===== src/rtl/dms_pkg.sv =====
package dms_pkg;
  typedef enum logic [1:0] {
    SRCH_IDLE,
    SRCH_COARSE,
    SRCH_FINE
  } srch_state_e;
endpackage


===== src/rtl/dms_mix_enc.sv =====
module dms_mix_enc #(
  parameter int FW = 3
) (
  input  logic [FW-1:0]        fine_i,
  output logic [(2<<FW)-1:0]   mix_o
);
  localparam int NPH = 1 << FW;

  logic [NPH-1:0] late_en;

  // late_en[i]: driver i fed from the later phase
  for (genvar i = 0; i < NPH; i++) begin : g_therm
    assign late_en[i] = (32'(fine_i) > i);
  end

  assign mix_o = {~late_en, late_en};
endmodule


===== src/rtl/dms_search.sv =====
module dms_search
  import dms_pkg::*;
#(
  parameter int TW     = 9,
  parameter int FW     = 3,
  parameter int SETTLE = 1
) (
  input  logic             clk_i,
  input  logic             rst_ni,
  input  logic             start_i,
  input  logic [TW-1:0]    last_tap_i,
  input  logic             pd_i,
  output logic             busy_o,
  output logic [TW-1:0]    tap_o,
  output logic [FW-1:0]    fine_o,
  output logic             done_o,
  output logic             oor_o,
  output logic [TW+FW-1:0] code_o
);
  localparam int SW = (SETTLE > 0) ? $clog2(SETTLE + 1) : 1;
  localparam logic [FW-1:0] FMAX = '1;

  srch_state_e      state_q;
  logic [TW-1:0]    tap_q;
  logic [FW-1:0]    fine_q;
  logic [SW-1:0]    cnt_q;
  logic             done_q, oor_q;
  logic [TW+FW-1:0] code_q;
  logic             sample;

  assign sample = (cnt_q == SW'(SETTLE));

  always_ff @(posedge clk_i or negedge rst_ni) begin
    if (!rst_ni) begin
      state_q <= SRCH_IDLE;
      tap_q   <= '0;
      fine_q  <= '0;
      cnt_q   <= '0;
      done_q  <= 1'b0;
      oor_q   <= 1'b0;
      code_q  <= '0;
    end else begin
      done_q <= 1'b0;
      unique case (state_q)
        SRCH_IDLE: begin
          if (start_i) begin
            tap_q   <= TW'(1);
            fine_q  <= '0;
            cnt_q   <= '0;
            oor_q   <= 1'b0;
            state_q <= SRCH_COARSE;
          end
        end
        SRCH_COARSE: begin
          if (!sample) begin
            cnt_q <= cnt_q + SW'(1);
          end else begin
            cnt_q <= '0;
            if (!pd_i) begin
              // back off to the last tap that still led
              tap_q   <= tap_q - TW'(1);
              fine_q  <= '0;
              state_q <= SRCH_FINE;
            end else if (tap_q == last_tap_i) begin
              done_q  <= 1'b1;
              oor_q   <= 1'b1;
              code_q  <= {last_tap_i, FMAX};
              state_q <= SRCH_IDLE;
            end else begin
              tap_q <= tap_q + TW'(1);
            end
          end
        end
        SRCH_FINE: begin
          if (!sample) begin
            cnt_q <= cnt_q + SW'(1);
          end else begin
            cnt_q <= '0;
            if (!pd_i) begin
              done_q  <= 1'b1;
              code_q  <= {tap_q, fine_q};
              state_q <= SRCH_IDLE;
            end else if (fine_q == FMAX) begin
              // next position is the next tap, already known late
              done_q  <= 1'b1;
              code_q  <= {tap_q + TW'(1), {FW{1'b0}}};
              state_q <= SRCH_IDLE;
            end else begin
              fine_q <= fine_q + FW'(1);
            end
          end
        end
        default: state_q <= SRCH_IDLE;
      endcase
    end
  end

  assign busy_o = (state_q != SRCH_IDLE);
  assign tap_o  = tap_q;
  assign fine_o = fine_q;
  assign done_o = done_q;
  assign oor_o  = oor_q;
  assign code_o = code_q;
endmodule


===== src/rtl/dms_avg.sv =====
module dms_avg #(
  parameter int N  = 100,
  parameter int CW = 12
) (
  input  logic          clk_i,
  input  logic          rst_ni,
  input  logic          in_vld_i,
  input  logic [CW-1:0] in_code_i,
  output logic          done_o,
  output logic [CW-1:0] avg_o
);
  localparam int SUMW = $clog2(N * ((1 << CW) - 1) + N / 2 + 1);
  localparam int NW   = (N > 1) ? $clog2(N) : 1;

  logic [SUMW-1:0] sum_q, sum_nxt, rnd;
  logic [NW-1:0]   cnt_q;
  logic            done_q;
  logic [CW-1:0]   avg_q;

  assign sum_nxt = sum_q + SUMW'(in_code_i);
  assign rnd     = (sum_nxt + SUMW'(N / 2)) / SUMW'(N);

  always_ff @(posedge clk_i or negedge rst_ni) begin
    if (!rst_ni) begin
      sum_q  <= '0;
      cnt_q  <= '0;
      done_q <= 1'b0;
      avg_q  <= '0;
    end else begin
      done_q <= 1'b0;
      if (in_vld_i) begin
        if (cnt_q == NW'(N - 1)) begin
          avg_q  <= rnd[CW-1:0];
          done_q <= 1'b1;
          sum_q  <= '0;
          cnt_q  <= '0;
        end else begin
          sum_q <= sum_nxt;
          cnt_q <= cnt_q + NW'(1);
        end
      end
    end
  end

  assign done_o = done_q;
  assign avg_o  = avg_q;
endmodule


===== src/rtl/dly_match_ctrl.sv =====
module dly_match_ctrl #(
  parameter int OPEN_TAPS = 512,
  parameter int REF_TAPS  = 32,
  parameter int FINE_BITS = 3,
  parameter int SETTLE    = 1,
  parameter int AVG_N     = 100
) (
  input  logic                                        clk_i,
  input  logic                                        rst_ni,
  input  logic                                        start_i,
  input  logic                                        cal_mode_i,
  input  logic                                        pd_early_i,
  input  logic [$clog2(REF_TAPS)+FINE_BITS-1:0]       ref_cal_i,
  output logic [$clog2(OPEN_TAPS)-1:0]                open_tap_o,
  output logic [(2<<FINE_BITS)-1:0]                   open_mix_o,
  output logic [$clog2(REF_TAPS)-1:0]                 ref_tap_o,
  output logic [(2<<FINE_BITS)-1:0]                   ref_mix_o,
  output logic                                        busy_o,
  output logic                                        conv_done_o,
  output logic                                        oor_o,
  output logic [$clog2(OPEN_TAPS)+FINE_BITS-1:0]      code_o,
  output logic                                        avg_done_o,
  output logic [$clog2(OPEN_TAPS)+FINE_BITS-1:0]      avg_code_o
);
  localparam int OTW = $clog2(OPEN_TAPS);
  localparam int RTW = $clog2(REF_TAPS);
  localparam int FB  = FINE_BITS;
  localparam int OCW = OTW + FB;
  localparam int RCW = RTW + FB;

  logic           mode_q;   // 1: calibration
  logic [OCW-1:0] cal_q;
  logic           s_busy, s_done, s_oor;
  logic [OTW-1:0] s_tap, last_tap;
  logic [FB-1:0]  s_fine, open_fine, ref_fine;
  logic [OCW-1:0] s_code;

  assign last_tap = mode_q ? OTW'(OPEN_TAPS - 1) : OTW'(REF_TAPS - 1);

  always_ff @(posedge clk_i or negedge rst_ni) begin
    if (!rst_ni) begin
      mode_q <= 1'b0;
      cal_q  <= '0;
    end else begin
      if (start_i && !s_busy) mode_q <= cal_mode_i;
      if (s_done && mode_q && !s_oor) cal_q <= s_code;
    end
  end

  dms_search #(
    .TW(OTW), .FW(FB), .SETTLE(SETTLE)
  ) u_search (
    .clk_i      (clk_i),
    .rst_ni     (rst_ni),
    .start_i    (start_i),
    .last_tap_i (last_tap),
    .pd_i       (pd_early_i),
    .busy_o     (s_busy),
    .tap_o      (s_tap),
    .fine_o     (s_fine),
    .done_o     (s_done),
    .oor_o      (s_oor),
    .code_o     (s_code)
  );

  assign open_tap_o = mode_q ? s_tap  : cal_q[OCW-1:FB];
  assign open_fine  = mode_q ? s_fine : cal_q[FB-1:0];
  assign ref_tap_o  = mode_q ? ref_cal_i[RCW-1:FB] : s_tap[RTW-1:0];
  assign ref_fine   = mode_q ? ref_cal_i[FB-1:0]   : s_fine;

  dms_mix_enc #(.FW(FB)) u_open_mix (.fine_i(open_fine), .mix_o(open_mix_o));
  dms_mix_enc #(.FW(FB)) u_ref_mix  (.fine_i(ref_fine),  .mix_o(ref_mix_o));

  dms_avg #(.N(AVG_N), .CW(OCW)) u_avg (
    .clk_i     (clk_i),
    .rst_ni    (rst_ni),
    .in_vld_i  (s_done && !mode_q),
    .in_code_i (s_code),
    .done_o    (avg_done_o),
    .avg_o     (avg_code_o)
  );

  assign busy_o      = s_busy;
  assign conv_done_o = s_done;
  assign oor_o       = s_oor;
  assign code_o      = s_code;
endmodule


===== config.mk =====
export PLATFORM = sky130hd
export DESIGN_NAME = dly_match_ctrl
export DESIGN_NICKNAME = d
export VERILOG_FILES = /design/src/rtl/dms_pkg.sv /design/src/rtl/dms_mix_enc.sv /design/src/rtl/dms_search.sv /design/src/rtl/dms_avg.sv /design/src/rtl/dly_match_ctrl.sv
export SDC_FILE = /design/constraint.sdc
export NUM_CORES = 1
export LEC_CHECK = 0
export BUFFER_PORTS_ARGS = -buffer_cell sky130_fd_sc_hd__buf_2
export CAP_MARGIN = 20
export CORE_ASPECT_RATIO = 0.75
export CORE_MARGIN = 3
export CORE_UTILIZATION = 30
export DETAILED_ROUTE_END_ITERATION = 12
export PLACE_DENSITY = 0.41
export SETUP_SLACK_MARGIN = 0.15
export SLEW_MARGIN = 20
export SYNTH_ARGS = -nofsm -noshare
export SYNTH_HDL_FRONTEND = slang
export SYNTH_HIERARCHICAL = 1
export SYNTH_SLANG_ARGS = --single-unit

===== constraint.sdc =====
create_clock -name clk_i -period 21.6 [get_ports clk_i]
set_clock_uncertainty 0.05 [all_clocks]
set_input_delay 2.16 -clock clk_i [delete_from_list [all_inputs] [get_ports clk_i]]
set_output_delay 2.16 -clock clk_i [all_outputs]
set_load 0.01 [all_outputs]

==> results of run 1 <==
==> layout by cell type, fill, tap and decap left out, types with 8 or more instances in the layout <==
cell / n
a21oi_2: 9
clkbuf_16: 9
o21ai_1: 18
a21o_1: 23
buf_4: 20
o21bai_1: 8
a211oi_1: 36
nand2b_1: 14
xor2_1: 26
dfrtp_1: 81
and4_1: 8
a211o_1: 12
a31oi_1: 15
xnor2_1: 66
nor2_1: 125
nand2_1: 147
nand3_1: 67
conb_1: 14
mux2_4: 22
inv_1: 45
o22ai_1: 24
nor3_1: 56
nand4_1: 23
o31ai_1: 15
a2111oi_0: 8
mux2i_1: 23
ha_1: 25
buf_2: 81
o21ai_0: 65
or2_2: 12
o21a_1: 14
o211ai_1: 27
and3_1: 24
a21oi_1: 68
or3_1: 24
mux2_2: 34
o2111ai_1: 12
nor4_1: 27
and2_1: 23
==> through the flow <==
| stage | hold WS (ps) | setup slack, ps | instances | cell area (um^2) |
|---|---|---|---|---|
| global route | 466 | 3530 | 2114 | 13400 |
| floorplan | 425 | 9260 | 1563 | 12200 |
| finish | 433 | 4960 | 2114 | 13400 |
| CTS | 435 | 5240 | 2114 | 13400 |
| global placement | 411 | 5550 | 2098 | 13000 |
| detailed placement | 419 | 5280 | 2098 | 13000 |
==> layer usage <==
layer	track usage, %	vias to the layer above
li1	-	6055
met1	32.4	6133
met2	26.7	406
met3	3.26	20
met4	3.02	0
met5	0	-
==> cells by family (layout without fill, tap and decap cells) <==
logic type / Yosys count / count (layout) / share of synthesized area [%]
AND/OR/NAND/NOR: 616 / 616 / 26.4
buffers and inverters: 131 / 162 / 5.05
other: 5 / 14 / 0.154
XOR/XNOR: 94 / 94 / 6.87
flip-flops: 81 / 81 / 16.6
AO/OA/AOI/OAI: 516 / 516 / 33.8
multiplexers: 85 / 85 / 8.35
adder cells (fa/ha/maj): 26 / 26 / 2.73
==> sequential cells by signal, indices dropped and copies added (netlist names) <==
name	cells
u_avg/done_o	1
u_search/state_q	2
u_avg/sum_q	19
u_avg/avg_o	12
cal_q	12
u_search/cnt_q	1
u_search/code_o	12
u_search/tap_o	9
u_search/done_o	1
mode_q	1
u_search/oor_o	1
u_search/fine_o	3
u_avg/cnt_q	7
==> cell type report <==
type	count	area share, %
timing repair buffer	101	4.16
sequential	81	15.2
clock inverter	7	0.974
tap	520	4.87
multi-input combinational	1351	71.9
inverter	45	1.26
clock buffer	9	1.69
==> final timing paths <==
check                                    from  cells after the start  slack [ps]                  end
setup / recovery           u_search/code_o[0]                     45        4960       u_avg/avg_o[0]
hold / removal                 u_avg/avg_o[8]                      2         430       u_avg/avg_o[8]
setup reg to reg           u_search/code_o[0]                     45        4960       u_avg/avg_o[0]
hold reg to reg                u_avg/avg_o[8]                      2         430       u_avg/avg_o[8]
max in group asynchronous              rst_ni                      2       18710      u_avg/sum_q[12]
min in group asynchronous              rst_ni                      1        1700  u_search/state_q[0]
==> worst max-delay path: cells and delay by family (launching register included) <==
family / cells / cell delay, ps
adder cells (fa/ha/maj): 3 / 1110
AND/OR/NAND/NOR: 11 / 3710
XOR/XNOR: 2 / 1050
flip-flops: 1 / 410
multiplexers: 1 / 560
AO/OA/AOI/OAI: 28 / 9600
==> results.toml, run 1 <==
[final_layout]
fin_util_pct = 33.6
seqCellArea_um2 = 2030
area_growth_syn_to_layout_pct = 9.50
multiInputGateArea_um2 = 9600
drive_gt1_share_pct = 18.7
fill_cells = 4196
nNetsFinal = 1628
diodes = 0

[synthesis]
async_flop_share_pct = 100
synth_top_area_share_pct = 16.6
synth_edf_count = 0
synth_top_area_cell = "dfrtp_1"
seq_area_frac_synth_pct = 16.6
syn_area_um2 = 12200
yosys_warnings = 6
synth_cells = 1554
syn_avg_cell_area_um2 = 7.85
yosys.cell_types.count = 134
ys_top_cells_by_count = "147 x nand2_1, 125 x nor2_1, 81 x dfrtp_1"
synthFlopType = "dfrtp_1"
synth.most_common_cell = "nand2_1"
yosys-top-cells-area = "dfrtp_1 17%, xnor2_1 4.7%, nand2_1 4.5%, nor2_1 3.8%, mux2_2 3.1%"
ys_ff_latch = 81

[clock_tree]
cts_resized = 0
root_buffer = "clkbuf_16"
clk_path_buf_depth = 2
cts_setup_buffers = 0
cts.clk_slew.worst_paths_ps = 70
cts_sinks = 81
cts_buffers = 9
ctsHtreeMaxLevel = 3
cts_tree = "built"
cts-hold-fix-buffers = 0
clk_latency_ps = 360

[setup_path]
crit_type = "flop to flop"
arrival_ps = 16830
critical-path-max-stage-delay_ps = 760
cp_slowest_cell = "a211oi_1"
start_kind = "flop"
cp-end-kind = "flop"
worstPathRequired_ps = 21790
worst-path-max-fanout = 16

[sta]
fin_tns_setup_ps = 0
setup_viol = 0
grt_setup_unrepaired = "no"
fmax_mhz = 60.1
fin_crit_sh_pct = 77.0
relSlewSlack_pct = 21.7
maxSlewViolCount = 0
post-route-min-period_ps = 16640
tightest_slew_ps = 1160
hold_viol = 0

[route]
final_antenna_net_count = 0
drt-initial-drc-count = 1097
drtPass1Iterations = 4
wirelength_met1_um = 23200
drc = 0
via_per_inst = 5.97
dr_wl_met3_um = 2700
postRouteWirelength_um = 43500
wl_met2_um = 17100
wl_per_cell_um = 20.6
vias = 12600
dr.max_layer_used = "met4"

[global_routing]
grt_pass1_wl_um = 68700
grt_max_degree = 50
grt_pass1_vias = 11300
antenna_found_initial = 0
grt_use_total_pct = 19.8
overflow = 0

[die]
die-area_um2 = 43100
dieHeight_um = 181
core_area_um2 = 39800
start_util_pct = 30.6
die_w_um = 239
boundaryPins = 87
row_count = 63

[placement]
hpwl_um = 33600
routabilityCongestion = 0.887
port_buffers = 82

[worst_hold_path]
hold_class = "flop to flop"

[run]
cap_violations = 0

[run_status]
status = "complete, no violations"
Power of run 1 is left out: the tool's default activity adds up to more than one toggle a clock period on the data nets, which glitch-free logic cannot reach.
==> run 2: changes to the inputs <==
- ABC_AREA: not set -> 1
- PLACE_DENSITY: 0.41 -> 0.43
- clock period: 21.6 -> 15.1 ns (I/O delays scaled with it)
==> run 2 against run 1 <==
Against the previous run:
- worst hold slack lost 7.1 ps
- critical path depth up 44
- final cell count rose by 15%
- sequential share of layout area up 1.1 points
- flip-flop and latch count unchanged
- fmax up 33%
- final area down 6.6%
- setup slack worse by 2400 ps
- die area fell by 6.1%
- non-clock buffer count decreased by 16
- global-route usage shrank 1.0 points
- via count shrank 7.2%
- critical endpoint unchanged
- highest routed layer unchanged
==> results.toml, run 2 <==
[setup_path]
cp.buffers_inverters = 9
cp-end-kind = "flop"
rr_endpoint = "u_avg/avg_o[0]"
worst-path-max-fanout = 15
timing.rr.start = "u_search/code_o[0]"
r2r_slack_ps = 2570
worst_path_most_repeated_cell = "nand2_1"
crit_family = "simple AND/OR/NAND/NOR gates"
start_kind = "flop"
crit_type = "flop to flop"
worstPathRequired_ps = 15320
arrival_ps = 12750
critical-path-max-stage-delay_ps = 570
r2r_cells = 89
cp_slowest_cell = "fa_1"

[route]
postRouteWirelength_um = 37300
wl_per_cell_um = 15.3
final_antenna_net_count = 0
dr.max_layer_used = "met4"
drtPass1Iterations = 6
wirelength_met1_um = 21000
dr_wl_met3_um = 1730
vias = 11700
wl_met2_um = 14200
drt-initial-drc-count = 829
via_per_inst = 4.80
drc = 0

[global_routing]
antenna_found_initial = 0
grt_max_degree = 64
grt_pass1_vias = 10900
grt_use_total_pct = 18.7
grt_pass1_wl_um = 61300
overflow = 0

[sta]
timing.hold.ws_ps = 425
grt_setup_unrepaired = "no"
fin_crit_sh_pct = 83.0
fmax_mhz = 79.8
setup_ws_ps = 2570
relSlewSlack_pct = 39.2
maxSlewViolCount = 0
post-route-min-period_ps = 12530
fin_tns_setup_ps = 0
tightest_slew_ps = 909
hold_viol = 0
setup_viol = 0

[synthesis]
yosys.cell_types.count = 55
synth_top_area_cell = "nand2_1"
ys_top_cells_by_count = "589 x nand2_1, 207 x inv_1, 189 x nand3_1"
seq_area_frac_synth_pct = 17.7
yosys-top-cells-area = "nand2_1 19%, dfrtp_1 18%, nand3_1 8.3%, inv_1 6.8%, nand2_2 5.6%"
syn_avg_cell_area_um2 = 6.11
synthFlopType = "dfrtp_1"
yosys_warnings = 6
syn_area_um2 = 11400
async_flop_share_pct = 100
ys_ff_latch = 81
synth_edf_count = 0
synth_top_area_share_pct = 19.3
synth_cells = 1871
synth.most_common_cell = "nand2_1"

[worst_hold_path]
hold_path.startpoint = "cal_q[1]"
holdPathEnd = "cal_q[1]"
hold_class = "flop to flop"
hold_depth = 2

[die]
start_util_pct = 30.6
row_count = 61
core_area_um2 = 37300
die_w_um = 231
dieHeight_um = 175
boundaryPins = 87
die-area_um2 = 40500

[clock_tree]
cts_setup_buffers = 0
cts_resized = 0
cts.clk_slew.worst_paths_ps = 70
root_buffer = "clkbuf_16"
cts-hold-fix-buffers = 0
cts_buffers = 9
clk_path_buf_depth = 2
cts_sinks = 81
ctsHtreeMaxLevel = 3
clk_latency_ps = 370
cts_tree = "built"

[final_layout]
layout_common_cells = "589 x nand2_1, 207 x inv_1, 189 x nand3_1"
fill_cells = 4169
multiInputGateArea_um2 = 8090
drive_gt1_share_pct = 19.9
area_growth_syn_to_layout_pct = 9.14
seqCellArea_um2 = 2030
largest-register = "u_avg/sum_q"
diodes = 0
largest_reg_flops = 19
final_common_cell = "nand2_1"
nNetsFinal = 1969

[placement]
port_buffers = 82
hpwl_um = 30100
routabilityCongestion = 0.874
dp_slack_ps = 2730

[run_status]
status = "complete, no violations"

[run]
cap_violations = 0
-- run 2: changes by cell type in the layout (fill, tap and decap cells not counted), sizes merged, moves of 24 or more --
cell	previous run	this run
nor2	130	178
xnor2	68	26
nor4	32	2
mux2	59	0
nor3	59	14
nand2	149	713
or3	24	0
inv	49	247
and3	24	0
o211ai	33	8
a211oi	42	1
mux2i	26	0
nand3	70	220
-- run 2: cells by family (layout without fill, tap and decap cells) --
logic type / after synthesis / in the layout / synth area share (%)
AND/OR/NAND/NOR: 1193 / 1193 / 51.5
buffers and inverters: 301 / 355 / 11.8
AO/OA/AOI/OAI: 192 / 192 / 9.80
flip-flops: 81 / 81 / 17.7
XOR/XNOR: 73 / 73 / 6.02
adder cells (fa/ha/maj): 26 / 26 / 2.91
other: 5 / 15 / 0.164
-- run 2: how the worst max path moves through the flow --
stage	to	cells past startpoint	from	slack (ps)
final	u_avg/avg_o[0]	89	u_search/code_o[0]	2570
after global routing	u_avg/avg_o[0]	91	u_search/code_o[0]	1200
after CTS	u_avg/avg_o[0]	87	u_search/code_o[0]	2680
after detailed placement	u_avg/avg_o[0]	89	u_search/code_o[0]	2730
after global placement	u_avg/avg_o[0]	91	u_search/code_o[0]	2670
after floorplan	u_avg/avg_o[0]	90	u_search/code_o[0]	5260
-- run 2: worst min-delay path, cell delays in order (launching register included) --
cell and delay [ps]:
dfrtp_1 350, nand2_1 50, nand2_1 50
-- run 2: through the flow --
stage               area (um^2)  std cells  util (%)
floorplan                 11500       1881         -
global placement          12100       2423      32.5
detailed placement        12100       2423      32.5
CTS                       12500       2439      33.4
global route              12500       2439      33.4
finish                    12500       2439      33.4
-- run 2: final cells by class --
| type | instances | area share (%) |
|---|---|---|
| tap | 504 | 5.06 |
| clock buffer | 9 | 1.81 |
| inverter | 254 | 7.67 |
| timing repair buffer | 85 | 3.49 |
| sequential | 81 | 16.3 |
| clock inverter | 7 | 0.873 |
| multi-input combinational | 1499 | 64.8 |
-- run 2: routing by layer --
metal | GRT usage [%] | up-vias
li1 | - | 6057
met1 | 30.7 | 5364
met2 | 25.7 | 259
met3 | 2.84 | 24
met4 | 2.53 | 0
met5 | 0 | -
Power of run 2 is left out for the same reason.
==> run 3: changes to the inputs <==
- PLACE_DENSITY: 0.43 -> 0.42
- clock period: 15.1 -> 12.4 ns (I/O delays scaled with it)
==> run 3 against run 2 <==
Against the previous run:
- global-route usage is 0.16 points lower
- sequential share of layout area decreased by 0.83 points
- worst hold slack about the same
- register-to-register slack got worse by 1500 ps
- flip-flop and latch count unchanged
- highest routed layer unchanged
==> results.toml, run 3 (synthesis results as in run 2) <==
[run_status]
status = "complete, no violations"

[route]
final_antenna_net_count = 0
postRouteWirelength_um = 38400
drt-initial-drc-count = 890
drtPass1Iterations = 6
wl_per_cell_um = 15.5
vias = 11900
drc = 0
via_per_inst = 4.79

[final_layout]
area_growth_syn_to_layout_pct = 15.0
final_common_cell = "nand2_1"
nNetsFinal = 2014
largest-register = "u_avg/sum_q"
layout_common_cells = "580 x nand2_1, 206 x inv_1, 184 x nand3_1"
diodes = 0
drive_gt1_share_pct = 23.3
largest_reg_flops = 19

[setup_path]
crit_start = "u_search/code_o[0]"
cp_slowest_cell = "fa_2"
worst-path-max-fanout = 14
timing.rr.start = "u_search/code_o[0]"
crit_type = "flop to flop"
critical-path-max-stage-delay_ps = 590
start_kind = "flop"
worstPathRequired_ps = 12620
cp.buffers_inverters = 6
worst_path_most_repeated_cell = "nand2_2"
rr_endpoint = "u_avg/avg_o[0]"
r2r_cells = 87
r2r_slack_ps = 1080
cp-end-kind = "flop"
crit_path_end = "u_avg/avg_o[0]"
arrival_ps = 11540
cp_num_cells = 87
crit_family = "simple AND/OR/NAND/NOR gates"

[global_routing]
globalRouteMet3Util_pct = 2.87
grt_use_total_pct = 18.6
gr-max-usage-layer = "met1"
antenna_found_initial = 0
grt_pass1_wl_um = 60100
grt_use_met2_pct = 24.9
overflow = 0
grt_max_degree = 66
grtUsageMet1_pct = 31.0
grt_pass1_vias = 10600

[clock_tree]
cts.clk_slew.worst_paths_ps = 70
cts_sinks = 81
ctsHtreeMaxLevel = 3
cts_tree = "built"
root_buffer = "clkbuf_16"
clk_latency_ps = 380
cts_buffers = 9
clk_path_buf_depth = 2
cts-hold-fix-buffers = 0

[die]
boundaryPins = 87
die-area_um2 = 40500
core_area_um2 = 37300
row_count = 61
start_util_pct = 30.6
die_w_um = 231
dieHeight_um = 175

[sta]
fmax_mhz = 88.3
relSlewSlack_pct = 39.4
post-route-min-period_ps = 11320
grt_setup_unrepaired = "no"
hold_viol = 0
maxSlewViolCount = 0
fin_tns_setup_ps = 0
fin_crit_sh_pct = 91.3
tightest_slew_ps = 910
setup_ws_ps = 1080
setup_viol = 0

[worst_hold_path]
hold_class = "flop to flop"

[placement]
dp_slack_ps = 232
port_buffers = 82
routabilityCongestion = 0.845
hpwl_um = 30300

[run]
cap_violations = 0
-- run 3: cell count changes in the layout (fill, tap and decap cells not counted), moves of 4 or more --
cell and change:
buf_4 +40, nand2_1 -9, nor2_4 +9, nor2_1 -8, ha_1 -5, nand3_1 -5, nand3_2 +5, nand3_4 +4
-- run 3: layer usage --
layer,vias to the layer above,share of wire [%]
met2,265,38
met3,14,5.1
met4,0,0.61
li1,6155,-
met1,5452,56
met5,-,0
-- run 3: cell type report --
cell class	count	area, um^2
repair buffers	126	756
fillers	4138	24200
multi-input cells	1503	8430
well taps	504	631
clock inverters	7	111
clock buffers	9	225
inverters	254	957
flip-flops and latches	81	2030
-- run 3: how the worst min path moves through the flow --
stage / start / end / slack (ps) / cells after the start
floorplan: cal_q[10] / cal_q[10] / 390 / 2
global placement: cal_q[4] / cal_q[4] / 410 / 2
detailed placement: cal_q[1] / cal_q[1] / 410 / 2
CTS: cal_q[1] / cal_q[1] / 430 / 2
global route: u_avg/avg_o[6] / u_avg/avg_o[6] / 460 / 2
finish: u_avg/avg_o[6] / u_avg/avg_o[6] / 430 / 2
-- run 3: timing repair --
item / CTS / global route
endpoints found under the hold margin: 0 / 0
buffers inserted: 0 / 30
setup endpoints to repair: 0 / 3
resized for setup: 0 / 62
-- run 3: per-stage QoR --
stage	util (%)	instance area, um^2	hold WS, ps	std cells
3_3_place_gp	32.8	12200	408	2434
5_1_grt	35.2	13100	464	2484
6_report	35.2	13100	425	2484
4_1_cts	33.7	12600	433	2450
2_1_floorplan	-	11500	392	1881
3_5_place_dp	32.8	12200	413	2434
-- run 3: worst reg2reg max path: cells and delay by family, from the launching register on --
| kind | cells | cell delay, ps |
|---|---|---|
| AND/OR/NAND/NOR | 78 | 9030 |
| adder cells (fa/ha/maj) | 2 | 850 |
| buffers and inverters | 6 | 810 |
| flip-flops | 1 | 400 |
| AO/OA/AOI/OAI | 1 | 100 |
Power of run 3 is left out for the same reason.
